### src/rtl/rail_seq_pkg.sv
`timescale 1ns/1ps
package rail_seq_pkg;
    localparam int NUM_EN   = 5;
    localparam int NUM_PG   = 8;
    localparam int SEL_W    = $clog2(NUM_PG);
    localparam int IDX_W    = 4;
    localparam int UP_LAST  = 14;
    localparam int DN_LAST  = 8;

    localparam int EN_MAIN  = 0;
    localparam int EN_VCFG  = 1;
    localparam int EN_VCORE = 2;
    localparam int EN_CLK   = 3;
    localparam int EN_LINK  = 4;

    localparam int PG_MAIN  = 0;
    localparam int PG_MEM   = 1;
    localparam int PG_CORE  = 2;
    localparam int PG_BRG   = 3;
    localparam int PG_GFX   = 4;
    localparam int PG_STBY  = 5;
    localparam int PG_ANA   = 6;
    localparam int PG_FAN   = 7;

    localparam logic [7:0] CODE_RESET  = 8'h00;
    localparam logic [7:0] CODE_UP0    = 8'h81;
    localparam logic [7:0] CODE_ON     = 8'h90;
    localparam logic [7:0] CODE_DN0    = 8'h91;
    localparam logic [7:0] CODE_DNEND  = 8'h99;
    localparam logic [7:0] CODE_HWRST  = 8'hF0;
    localparam logic [7:0] CODE_SWRST  = 8'hF1;
    localparam logic [7:0] CODE_UPFLT  = 8'hF2;
    localparam logic [7:0] CODE_DNFLT  = 8'hF3;

    typedef enum logic [2:0] {
        ST_OFF, ST_UP, ST_ON, ST_RST, ST_DN, ST_FAULT
    } seq_state_e;

    typedef struct packed {
        logic              is_wait;
        logic [SEL_W-1:0]  pg_sel;
        logic              pg_lvl;
        logic [NUM_EN-1:0] set_en;
        logic              set_ok;
        logic [NUM_EN-1:0] clr_en;
        logic              clr_ok;
        logic              last;
    } step_t;

    function automatic logic [NUM_EN-1:0] en_bit(input int i);
        logic [NUM_EN-1:0] m;
        m = '0;
        m[i] = 1'b1;
        return m;
    endfunction
endpackage

### src/rtl/rail_seq_sync.sv
`timescale 1ns/1ps
module rail_seq_sync #(
    parameter int WIDTH = 1
) (
    input  logic             clk,
    input  logic             rst_n,
    input  logic [WIDTH-1:0] async_i,
    output logic [WIDTH-1:0] sync_o
);
    logic [WIDTH-1:0] meta_q;
    logic [WIDTH-1:0] sync_q;

    for (genvar b = 0; b < WIDTH; b++) begin : g_bit
        always_ff @(posedge clk or negedge rst_n) begin
            if (!rst_n) begin
                meta_q[b] <= 1'b0;
                sync_q[b] <= 1'b0;
            end else begin
                meta_q[b] <= async_i[b];
                sync_q[b] <= meta_q[b];
            end
        end
    end

    assign sync_o = sync_q;
endmodule

### src/rtl/rail_seq_debounce.sv
`timescale 1ns/1ps
module rail_seq_debounce #(
    parameter int DEBOUNCE_CYC = 8
) (
    input  logic clk,
    input  logic rst_n,
    input  logic level_i,
    output logic press_o
);
    localparam int CW = $clog2(DEBOUNCE_CYC + 1);
    localparam logic [CW-1:0] LAST = CW'(DEBOUNCE_CYC - 1);

    typedef struct packed {
        logic          stable;
        logic [CW-1:0] cnt;
        logic          press;
    } db_t;

    db_t db_d, db_q;

    always_comb begin
        db_d       = db_q;
        db_d.press = 1'b0;
        if (level_i != db_q.stable) begin
            if (db_q.cnt == LAST) begin
                db_d.stable = level_i;
                db_d.cnt    = '0;
                db_d.press  = level_i;
            end else begin
                db_d.cnt = db_q.cnt + 1'b1;
            end
        end else begin
            db_d.cnt = '0;
        end
    end

    always_ff @(posedge clk or negedge rst_n) begin
        if (!rst_n) db_q <= '0;
        else        db_q <= db_d;
    end

    assign press_o = db_q.press;
endmodule

### src/rtl/rail_seq_steps.sv
`timescale 1ns/1ps
module rail_seq_steps
    import rail_seq_pkg::*;
(
    input  logic             dn_i,
    input  logic [IDX_W-1:0] idx_i,
    output step_t            info_o
);
    function automatic step_t wait_for(input int sel, input logic lvl);
        step_t s;
        s         = '0;
        s.is_wait = 1'b1;
        s.pg_sel  = SEL_W'(sel);
        s.pg_lvl  = lvl;
        return s;
    endfunction

    always_comb begin
        info_o = '0;
        if (!dn_i) begin
            case (idx_i)
                4'd1:  info_o.set_en = en_bit(EN_MAIN);
                4'd2:  info_o = wait_for(PG_MAIN, 1'b1);
                4'd3:  info_o = wait_for(PG_MEM, 1'b1);
                4'd4:  info_o.set_en = en_bit(EN_VCFG);
                4'd5:  info_o.set_en = en_bit(EN_VCORE);
                4'd7:  info_o = wait_for(PG_CORE, 1'b1);
                4'd8:  info_o.set_en = en_bit(EN_CLK);
                4'd9:  info_o = wait_for(PG_BRG, 1'b1);
                4'd10: info_o = wait_for(PG_GFX, 1'b1);
                4'd11: info_o = wait_for(PG_STBY, 1'b1);
                4'd12: info_o = wait_for(PG_ANA, 1'b1);
                4'd13: info_o = wait_for(PG_FAN, 1'b1);
                4'd14: begin
                    info_o.set_en = en_bit(EN_LINK);
                    info_o.set_ok = 1'b1;
                end
                default: info_o = '0;
            endcase
            info_o.last = (idx_i == IDX_W'(UP_LAST));
        end else begin
            case (idx_i)
                4'd1: info_o.clr_ok = 1'b1;
                4'd2: info_o.clr_en = en_bit(EN_LINK) | en_bit(EN_CLK);
                4'd3: info_o.clr_en = en_bit(EN_VCORE);
                4'd4: info_o.clr_en = en_bit(EN_VCFG);
                4'd5: info_o = wait_for(PG_CORE, 1'b0);
                4'd6: info_o.clr_en = en_bit(EN_MAIN);
                4'd7: info_o = wait_for(PG_MAIN, 1'b0);
                default: info_o = '0;
            endcase
            info_o.last = (idx_i == IDX_W'(DN_LAST));
        end
    end
endmodule

### src/rtl/rail_sequencer.sv
`timescale 1ns/1ps
module rail_sequencer
    import rail_seq_pkg::*;
#(
    parameter int SETTLE_CYC   = 16,
    parameter int TIMEOUT_CYC  = 2000,
    parameter int DEBOUNCE_CYC = 5000
) (
    input  logic              clk,
    input  logic              rst_n,
    input  logic              pwr_btn_i,
    input  logic              sw_rst_req_i,
    input  logic              off_req_i,
    input  logic [NUM_PG-1:0] pg_i,
    output logic [NUM_EN-1:0] rail_en_o,
    output logic              pwr_ok_o,
    output logic              handoff_o,
    output logic [7:0]        code_o,
    output logic              dp_o
);
    localparam int CNT_W = $clog2(SETTLE_CYC + TIMEOUT_CYC + 1);
    localparam logic [CNT_W-1:0] LOAD_V = CNT_W'(SETTLE_CYC + TIMEOUT_CYC);
    localparam logic [CNT_W-1:0] TMO_V  = CNT_W'(TIMEOUT_CYC);

    typedef struct packed {
        seq_state_e        st;
        logic [IDX_W-1:0]  idx;
        logic [CNT_W-1:0]  cnt;
        logic [NUM_EN-1:0] en;
        logic              ok;
        logic              fault_up;
        logic              restart;
        logic [7:0]        hold;
    } seq_t;

    seq_t q, n;

    logic [NUM_PG-1:0] pg_s;
    logic              btn_s;
    logic              press;
    step_t             stp;
    logic              adv;
    logic              tmo;

    rail_seq_sync #(.WIDTH(NUM_PG)) u_pg_sync (
        .clk(clk), .rst_n(rst_n), .async_i(pg_i), .sync_o(pg_s)
    );

    rail_seq_sync #(.WIDTH(1)) u_btn_sync (
        .clk(clk), .rst_n(rst_n), .async_i(pwr_btn_i), .sync_o(btn_s)
    );

    rail_seq_debounce #(.DEBOUNCE_CYC(DEBOUNCE_CYC)) u_btn_db (
        .clk(clk), .rst_n(rst_n), .level_i(btn_s), .press_o(press)
    );

    rail_seq_steps u_steps (
        .dn_i(q.st == ST_DN), .idx_i(q.idx), .info_o(stp)
    );

    always_comb begin
        n   = q;
        adv = 1'b0;
        tmo = 1'b0;
        case (q.st)
            ST_OFF: begin
                if (press) begin
                    n.st      = ST_UP;
                    n.idx     = '0;
                    n.cnt     = LOAD_V;
                    n.restart = 1'b0;
                    n.fault_up = 1'b0;
                end
            end
            ST_UP, ST_DN: begin
                if (!stp.is_wait) begin
                    adv = 1'b1;
                end else if (q.cnt > TMO_V) begin
                    n.cnt = q.cnt - 1'b1;
                end else if (pg_s[stp.pg_sel] == stp.pg_lvl) begin
                    adv = 1'b1;
                end else if (q.cnt == '0) begin
                    tmo = 1'b1;
                end else begin
                    n.cnt = q.cnt - 1'b1;
                end

                if (adv) begin
                    n.en  = (q.en | stp.set_en) & ~stp.clr_en;
                    n.ok  = (q.ok | stp.set_ok) & ~stp.clr_ok;
                    n.idx = q.idx + 1'b1;
                    n.cnt = LOAD_V;
                    if (stp.last) begin
                        n.idx = '0;
                        if (q.st == ST_UP) begin
                            n.st = ST_ON;
                        end else if (q.fault_up) begin
                            n.st   = ST_FAULT;
                            n.hold = CODE_UPFLT;
                        end else if (q.restart) begin
                            n.st      = ST_UP;
                            n.restart = 1'b0;
                        end else begin
                            n.st   = ST_OFF;
                            n.hold = CODE_DNEND;
                        end
                    end
                end

                if (tmo) begin
                    n.idx = '0;
                    n.cnt = LOAD_V;
                    if (q.st == ST_UP) begin
                        n.st       = ST_DN;
                        n.fault_up = 1'b1;
                        n.restart  = 1'b0;
                    end else begin
                        n.st       = ST_FAULT;
                        n.hold     = CODE_DNFLT;
                        n.en       = '0;
                        n.ok       = 1'b0;
                        n.fault_up = 1'b0;
                    end
                end
            end
            ST_ON: begin
                if (press) begin
                    n.st   = ST_RST;
                    n.hold = CODE_HWRST;
                end else if (sw_rst_req_i) begin
                    n.st   = ST_RST;
                    n.hold = CODE_SWRST;
                end else if (off_req_i) begin
                    n.st      = ST_DN;
                    n.idx     = '0;
                    n.cnt     = LOAD_V;
                    n.restart = 1'b0;
                    n.fault_up = 1'b0;
                end
            end
            ST_RST: begin
                n.st      = ST_DN;
                n.idx     = '0;
                n.cnt     = LOAD_V;
                n.restart = 1'b1;
                n.fault_up = 1'b0;
            end
            ST_FAULT: begin
                if (press) begin
                    n.st       = ST_UP;
                    n.idx      = '0;
                    n.cnt      = LOAD_V;
                    n.fault_up = 1'b0;
                    n.restart  = 1'b0;
                end
            end
            default: n.st = ST_OFF;
        endcase
    end

    always_ff @(posedge clk or negedge rst_n) begin
        if (!rst_n) begin
            q      <= '0;
            q.st   <= ST_OFF;
            q.hold <= CODE_RESET;
        end else begin
            q <= n;
        end
    end

    always_comb begin
        case (q.st)
            ST_UP:   code_o = CODE_UP0 + {{(8-IDX_W){1'b0}}, q.idx};
            ST_DN:   code_o = CODE_DN0 + {{(8-IDX_W){1'b0}}, q.idx};
            ST_ON:   code_o = CODE_ON;
            default: code_o = q.hold;
        endcase
    end

    assign dp_o      = (q.st == ST_UP) || (q.st == ST_DN) || (q.st == ST_RST);
    assign handoff_o = (q.st == ST_ON);
    assign rail_en_o = q.en;
    assign pwr_ok_o  = q.ok;
endmodule

### config.mk
export PLATFORM = sky130hd
export DESIGN_NAME = rail_sequencer
export DESIGN_NICKNAME = d
export VERILOG_FILES = /design/src/rtl/rail_seq_pkg.sv /design/src/rtl/rail_seq_sync.sv /design/src/rtl/rail_seq_debounce.sv /design/src/rtl/rail_seq_steps.sv /design/src/rtl/rail_sequencer.sv
export SDC_FILE = /design/constraint.sdc
export NUM_CORES = 1
export LEC_CHECK = 0
export BUFFER_PORTS_ARGS = -buffer_cell sky130_fd_sc_hd__buf_2
export CORE_MARGIN = 8
export CORE_UTILIZATION = 60
export CTS_CLUSTER_SIZE = 30
export DETAILED_ROUTE_END_ITERATION = 16
export GPL_TIMING_DRIVEN = 0
export PLACE_DENSITY = 0.8
export SLEW_MARGIN = 20
export SYNTH_ARGS = -nofsm -noshare
export SYNTH_HDL_FRONTEND = slang
export SYNTH_HIERARCHICAL = 1
export SYNTH_SLANG_ARGS = --single-unit
### constraint.sdc
create_clock -name clk -period 4.95 [get_ports clk]
set_clock_uncertainty 0.1 [all_clocks]
set_input_delay 0.2475 -clock clk [delete_from_list [all_inputs] [get_ports clk]]
set_output_delay 0.2475 -clock clk [all_outputs]
set_load 0.01 [all_outputs]
=== Word-level counts from Yosys, hierarchy flattened ===
Cells that the tools add are included.

* Flip-flop bits (word level): 67
* Logic and storage cells: 151
* Output and inout port bits: 16

* Bitwise logic cells: 6
* Reduce and logical (&&, ||, !) cells: 15
* Mux-type cells: 60
* $lt $le $gt $ge: 2
* Add/sub/neg operators: 5
* Equality and inequality tests: 34

{| class="wikitable"
|+ Operators by type and width
! operator !! count
|-
| case mux 15 bit (4 select lines) || 1
|-
| 2-to-1 mux 18 bit || 3
|-
| 2-to-1 mux 11 bit || 4
|-
| 2-to-1 mux 8 bit || 5
|-
| case mux 5 bit (8 select lines) || 1
|-
| 2-to-1 mux 34 bit || 1
|-
| 2-to-1 mux 15 bit || 2
|-
| == test 4 bit (second input constant) || 7
|-
| 2-to-1 mux 9 bit || 3
|-
| 2-to-1 mux 13 bit || 2
|-
| case mux 5 bit (5 select lines) || 1
|-
| 2-to-1 mux 24 bit || 1
|-
| case mux 8 bit (3 select lines) || 1
|-
| case mux 11 bit (2 select lines) || 1
|-
| case mux 5 bit (4 select lines) || 1
|-
| 2-to-1 mux 1 bit || 19
|-
| adder 8 x 4 -> 8 bit (first input constant) || 2
|-
| == test 4 x 3 -> 1 bit (second input constant) || 4
|-
| case mux 8 bit (2 select lines) || 1
|-
| adder 13 x 1 -> 13 bit (second input constant) || 1
|-
| == test 13 bit (second input constant) || 1
|-
| 2-to-1 mux 3 bit || 4
|-
| case mux 3 bit (4 select lines) || 1
|-
| AND reduction 6 bit || 2
|-
| other kinds (37) || 53
|}

=== Depth between registers and ports, before layout ===
* Depth in word-level cells: 14
* Gate-level depth with buffers: 14
* Mapped depth without buffers: 11

=== Hierarchy ===
The synthesis kept the hierarchy.

{| class="wikitable"
|+ Modules (own cells, without submodules)
! module !! cells an instance !! times used !! area each (um^2)
|-
| rail_sequencer || 288 || 1 || 2394.8
|-
| rail_seq_debounce || 67 || 1 || 704.4
|-
| rail_seq_sync at u_pg_sync || 16 || 1 || 400.4
|-
| rail_seq_steps || 52 || 1 || 335.3
|-
| rail_seq_sync at u_btn_sync || 2 || 1 || 50.0
|}

=== Worst setup path before layout ===
OpenSTA, ideal clock, no wires.

* Kind: register to register
* From: register q[31] (netlist bit)
* To: register q[27] (netlist bit)
* Cell stages (with the launch flop): 15
* Clock period less this slack: 3.629 ns
* Setup slack: 1.321 ns
* Required time: 4.722 ns
* Buffers on the path: 4
* Data arrival time: 3.401 ns
* Setup time: 0.128 ns
* Path through: dfrtp_1 clkbuf_1 nor2_1 nand2_1 inv_1 buf_2 buf_2 nor3b_1 mux4_2 mux2i_4 xnor2_2 o21a_1 clkbuf_1 nor4_1 mux2_1

{| class="wikitable"
|+ RTL lines
! element !! line !! source
|-
| from (decl) || rail_sequencer.sv:36 || <nowiki>seq_t q, n;</nowiki>
|-
| from (signal assigned) || rail_sequencer.sv:167 || <nowiki>q <= n;</nowiki>
|}

==> flow_metrics.py <==
metrics = {
    "worst_setup_path": {
        "critPathArrivalTime_ps": 4510,
        "end_kind": "flop",
        "cp_max_fo": 10,
        "worst-r2r-cell-count": 14,
        "cp-start-kind": "flop",
        "critical_path_class": "reg -> reg",
        "required_ps": 5090,
    },
    "sta": {
        "fmax_mhz": 229,
        "period_minus_slack_ps": 4370,
        "final-max-slew-violation-count": 0,
        "finalSetupViolCount": 0,
        "rsz0062_at_grt": "false",
        "setup_tns_ps": 0,
        "finalHoldViolations": 0,
        "post-route-period-util_pct": 88.3,
        "slew_headroom_pct": 49.8,
        "setup_ws_ps": 580,
        "tightest_slew_ps": 743,
        "whs_ps": 170,
    },
    "clock_tree": {
        "root_buffer": "clkbuf_8",
        "post_cts_buffers": 0,
        "htree_levels": 3,
        "cts_buffers": 9,
        "clockBufferDepth": 2,
        "cts_tree": "done",
        "clkSlewWorstSetupHoldPaths_ps": 80,
        "clk_latency_ps": 360,
        "clock_sink_count": 67,
    },
    "final_layout": {
        "finalNetCount": 491,
        "layout_common_cells": "67 x dfrtp_1, 41 x nand2_1, 39 x nor2_1, 33 x buf_2, 20 x inv_1",
        "final-seq-area_sq_um": 1680,
        "antennaDiodeCount": 0,
        "area_growth_syn_to_layout_pct": 14.0,
        "num-fill-cells": 471,
        "multi_input_area_sq_um": 1970,
        "stdcell_count": 557,
        "final_common_cell": "dfrtp_1",
        "final_area_sq_um": 4430,
        "drive_above_1_share_pct": 16.3,
    },
    "synth": {
        "netlist_area_sq_um": 3880,
        "synth_area_leaders": "dfrtp_1 43%, nand2_1 4.0%, nor2_1 3.8%",
        "synthCells": 425,
        "post-synth-top-area-fraction_pct": 43.2,
        "synth_edf_count": 0,
        "syn-num-nets": 441,
        "synth_cell_types": 68,
        "synth_seq_cells": 67,
        "async_flop_share_pct": 100,
        "ys.warnings.count": 6,
        "synth_ff_type": "dfrtp_1",
        "synth-seq-area-share_pct": 43.2,
        "avgSynthCellArea_sq_um": 9.14,
        "yosys.area.top_type": "dfrtp_1",
    },
    "global_routing": {
        "grt_max_degree": 40,
        "grt_use_total_pct": 21.1,
        "grt_pass1_wl_um": 15500,
        "grt_pass1_vias": 3275,
        "antenna_found_initial": 0,
        "grt-ovfl-total": 0,
    },
    "floorplan": {
        "die_w_um": 96.5,
        "fp.dieH_um": 96.5,
        "start_util_pct": 61.5,
        "die-area_sq_um": 9310,
        "row_count": 29,
        "ioPinCount": 29,
        "core-area_sq_um": 6310,
    },
    "detailed_routing": {
        "vias": 3466,
        "drtAntennaViolNets": 0,
        "drt_iter0_markers": 188,
        "routed_wl_um": 9100,
        "post_drt_wl_per_cell_um": 16.3,
        "drtPass1Iterations": 5,
        "drc_errors": 0,
        "via_per_inst": 6.22,
    },
    "hold_path": {
        "hp-class": "in -> reg",
        "whs_path_depth": 3,
    },
    "place": {
        "dp_hpwl_um": 6370,
        "io_buffers": 28,
        "placed_area_sq_um": 4140,
        "place_ws_ps": 622,
        "placed_cells": 531,
        "gp_congestion": 0.880,
    },
    "job": {
        "cap_violations": 0,
    },
    "outcome": {
        "outcome": "complete, no violations",
    },
    "power_and_ir_drop": {
        "ir_drop_uv": 351,
        "power_density_nw_per_um2": 496,
        "p_leak_uw": 0.00182,
    },
}
==> Yosys cell counts, types with 3 or more instances <==
| cell | instances |
|---|---|
| and3_1 | 5 |
| buf_4 | 9 |
| xnor2_1 | 10 |
| nor3_1 | 16 |
| nor2b_1 | 7 |
| o211ai_1 | 9 |
| or3_1 | 3 |
| xor2_1 | 4 |
| nand2b_1 | 8 |
| a21oi_1 | 13 |
| o21ai_1 | 7 |
| nand3_1 | 18 |
| o21ai_0 | 15 |
| nor2_1 | 39 |
| buf_2 | 6 |
| nor3b_1 | 5 |
| nor4_1 | 7 |
| o21a_1 | 6 |
| o2bb2ai_1 | 4 |
| and2_1 | 3 |
| ha_1 | 3 |
| clkbuf_1 | 11 |
| inv_1 | 20 |
| mux2i_1 | 3 |
| o22ai_1 | 3 |
| dfrtp_1 | 67 |
| o31a_1 | 8 |
| o22a_1 | 7 |
| a31oi_1 | 5 |
| nor4b_1 | 3 |
| nand4_1 | 13 |
| nand2_1 | 41 |
==> metrics by stage <==
step | util, % | total power, uW
2_1_floorplan | - | 1460
3_3_place_gp | 65.3 | 1700
3_5_place_dp | 65.6 | 1730
4_1_cts | 70.2 | 2190
5_1_grt | 70.2 | 2340
6_report | 70.2 | 2200
==> state kept, by name, summed over array words and instances (netlist names) <==
register	count
pwr_ok_o	1
q	28
rail_en_o	5
u_btn_db/db_q	14
u_btn_db/press_o	1
u_btn_sync/meta_q	1
u_btn_sync/sync_o	1
u_pg_sync/meta_q	8
u_pg_sync/sync_o	8
==> metal layers <==
layer | part of all wire, % | vias to the layer above | global-route usage [%] | routed length [um]
met5 | 0 | - | 0 | 0
met4 | 3.2 | 0 | 11.6 | 291
met3 | 6.5 | 29 | 3.01 | 589
met2 | 48 | 141 | 33.9 | 4330
met1 | 43 | 1658 | 26.9 | 3890
li1 | - | 1638 | - | -
==> where the power goes <==
| part | switching, uW | total [uW] | internal [uW] |
|---|---|---|---|
| Sequential | 62.8 | 665 | 603 |
| Combinational | 684 | 1090 | 402 |
| Clock | 251 | 445 | 194 |
| Total | 998 | 2200 | 1200 |
==> final cells by class <==
cell class	instances	share of cell area, %
Clock buffer	9	2.80
Sequential cell	67	37.8
Tap cell	77	2.17
Inverter	20	1.69
Buffer	29	3.73
Timing Repair Buffer	39	5.93
Multi-Input combinational cell	309	44.4
Clock inverter	7	1.41
==> logic make-up after synthesis <==
group                    share of synthesized area [%]
AO/OA/AOI/OAI                                     17.2
XOR/XNOR                                          3.57
adder cells (fa/ha/maj)                          0.966
buffers and inverters                             6.18
flip-flops                                        43.2
multiplexers                                      4.06
AND/OR/NAND/NOR                                   24.9
==> worst paths after layout <==
kind | start | endpoint | slack, ps
hold / removal | off_req_i | q[32] | 170
setup / recovery | q[31] | q[27] | 580
max in group asynchronous | rst_n | q[24] | 3960
hold reg to reg | u_btn_sync/meta_q | u_btn_sync/sync_o | 250
min in group asynchronous | rst_n | rail_en_o[3] | 250
setup reg to reg | q[31] | q[27] | 580
==> critical path: stages (launching register included) <==
cell,delay (ps)
dfrtp_1,330
clkbuf_1,320
nor2_1,140
nand2_1,270
inv_1,60
buf_2,170
buf_2,200
nor3b_1,430
mux4_2,590
mux2i_4,320
xnor2_2,230
o21a_1,250
clkbuf_1,430
nor4_1,80
mux2_1,300
==> repair_timing <==
| item | CTS | global route |
|---|---|---|
| gates resized for setup | 0 | 0 |
| endpoints found under the hold margin | 37 | 0 |
| hold buffers | 10 | 0 |
Note: power is estimated with default switching activity, not from simulation.
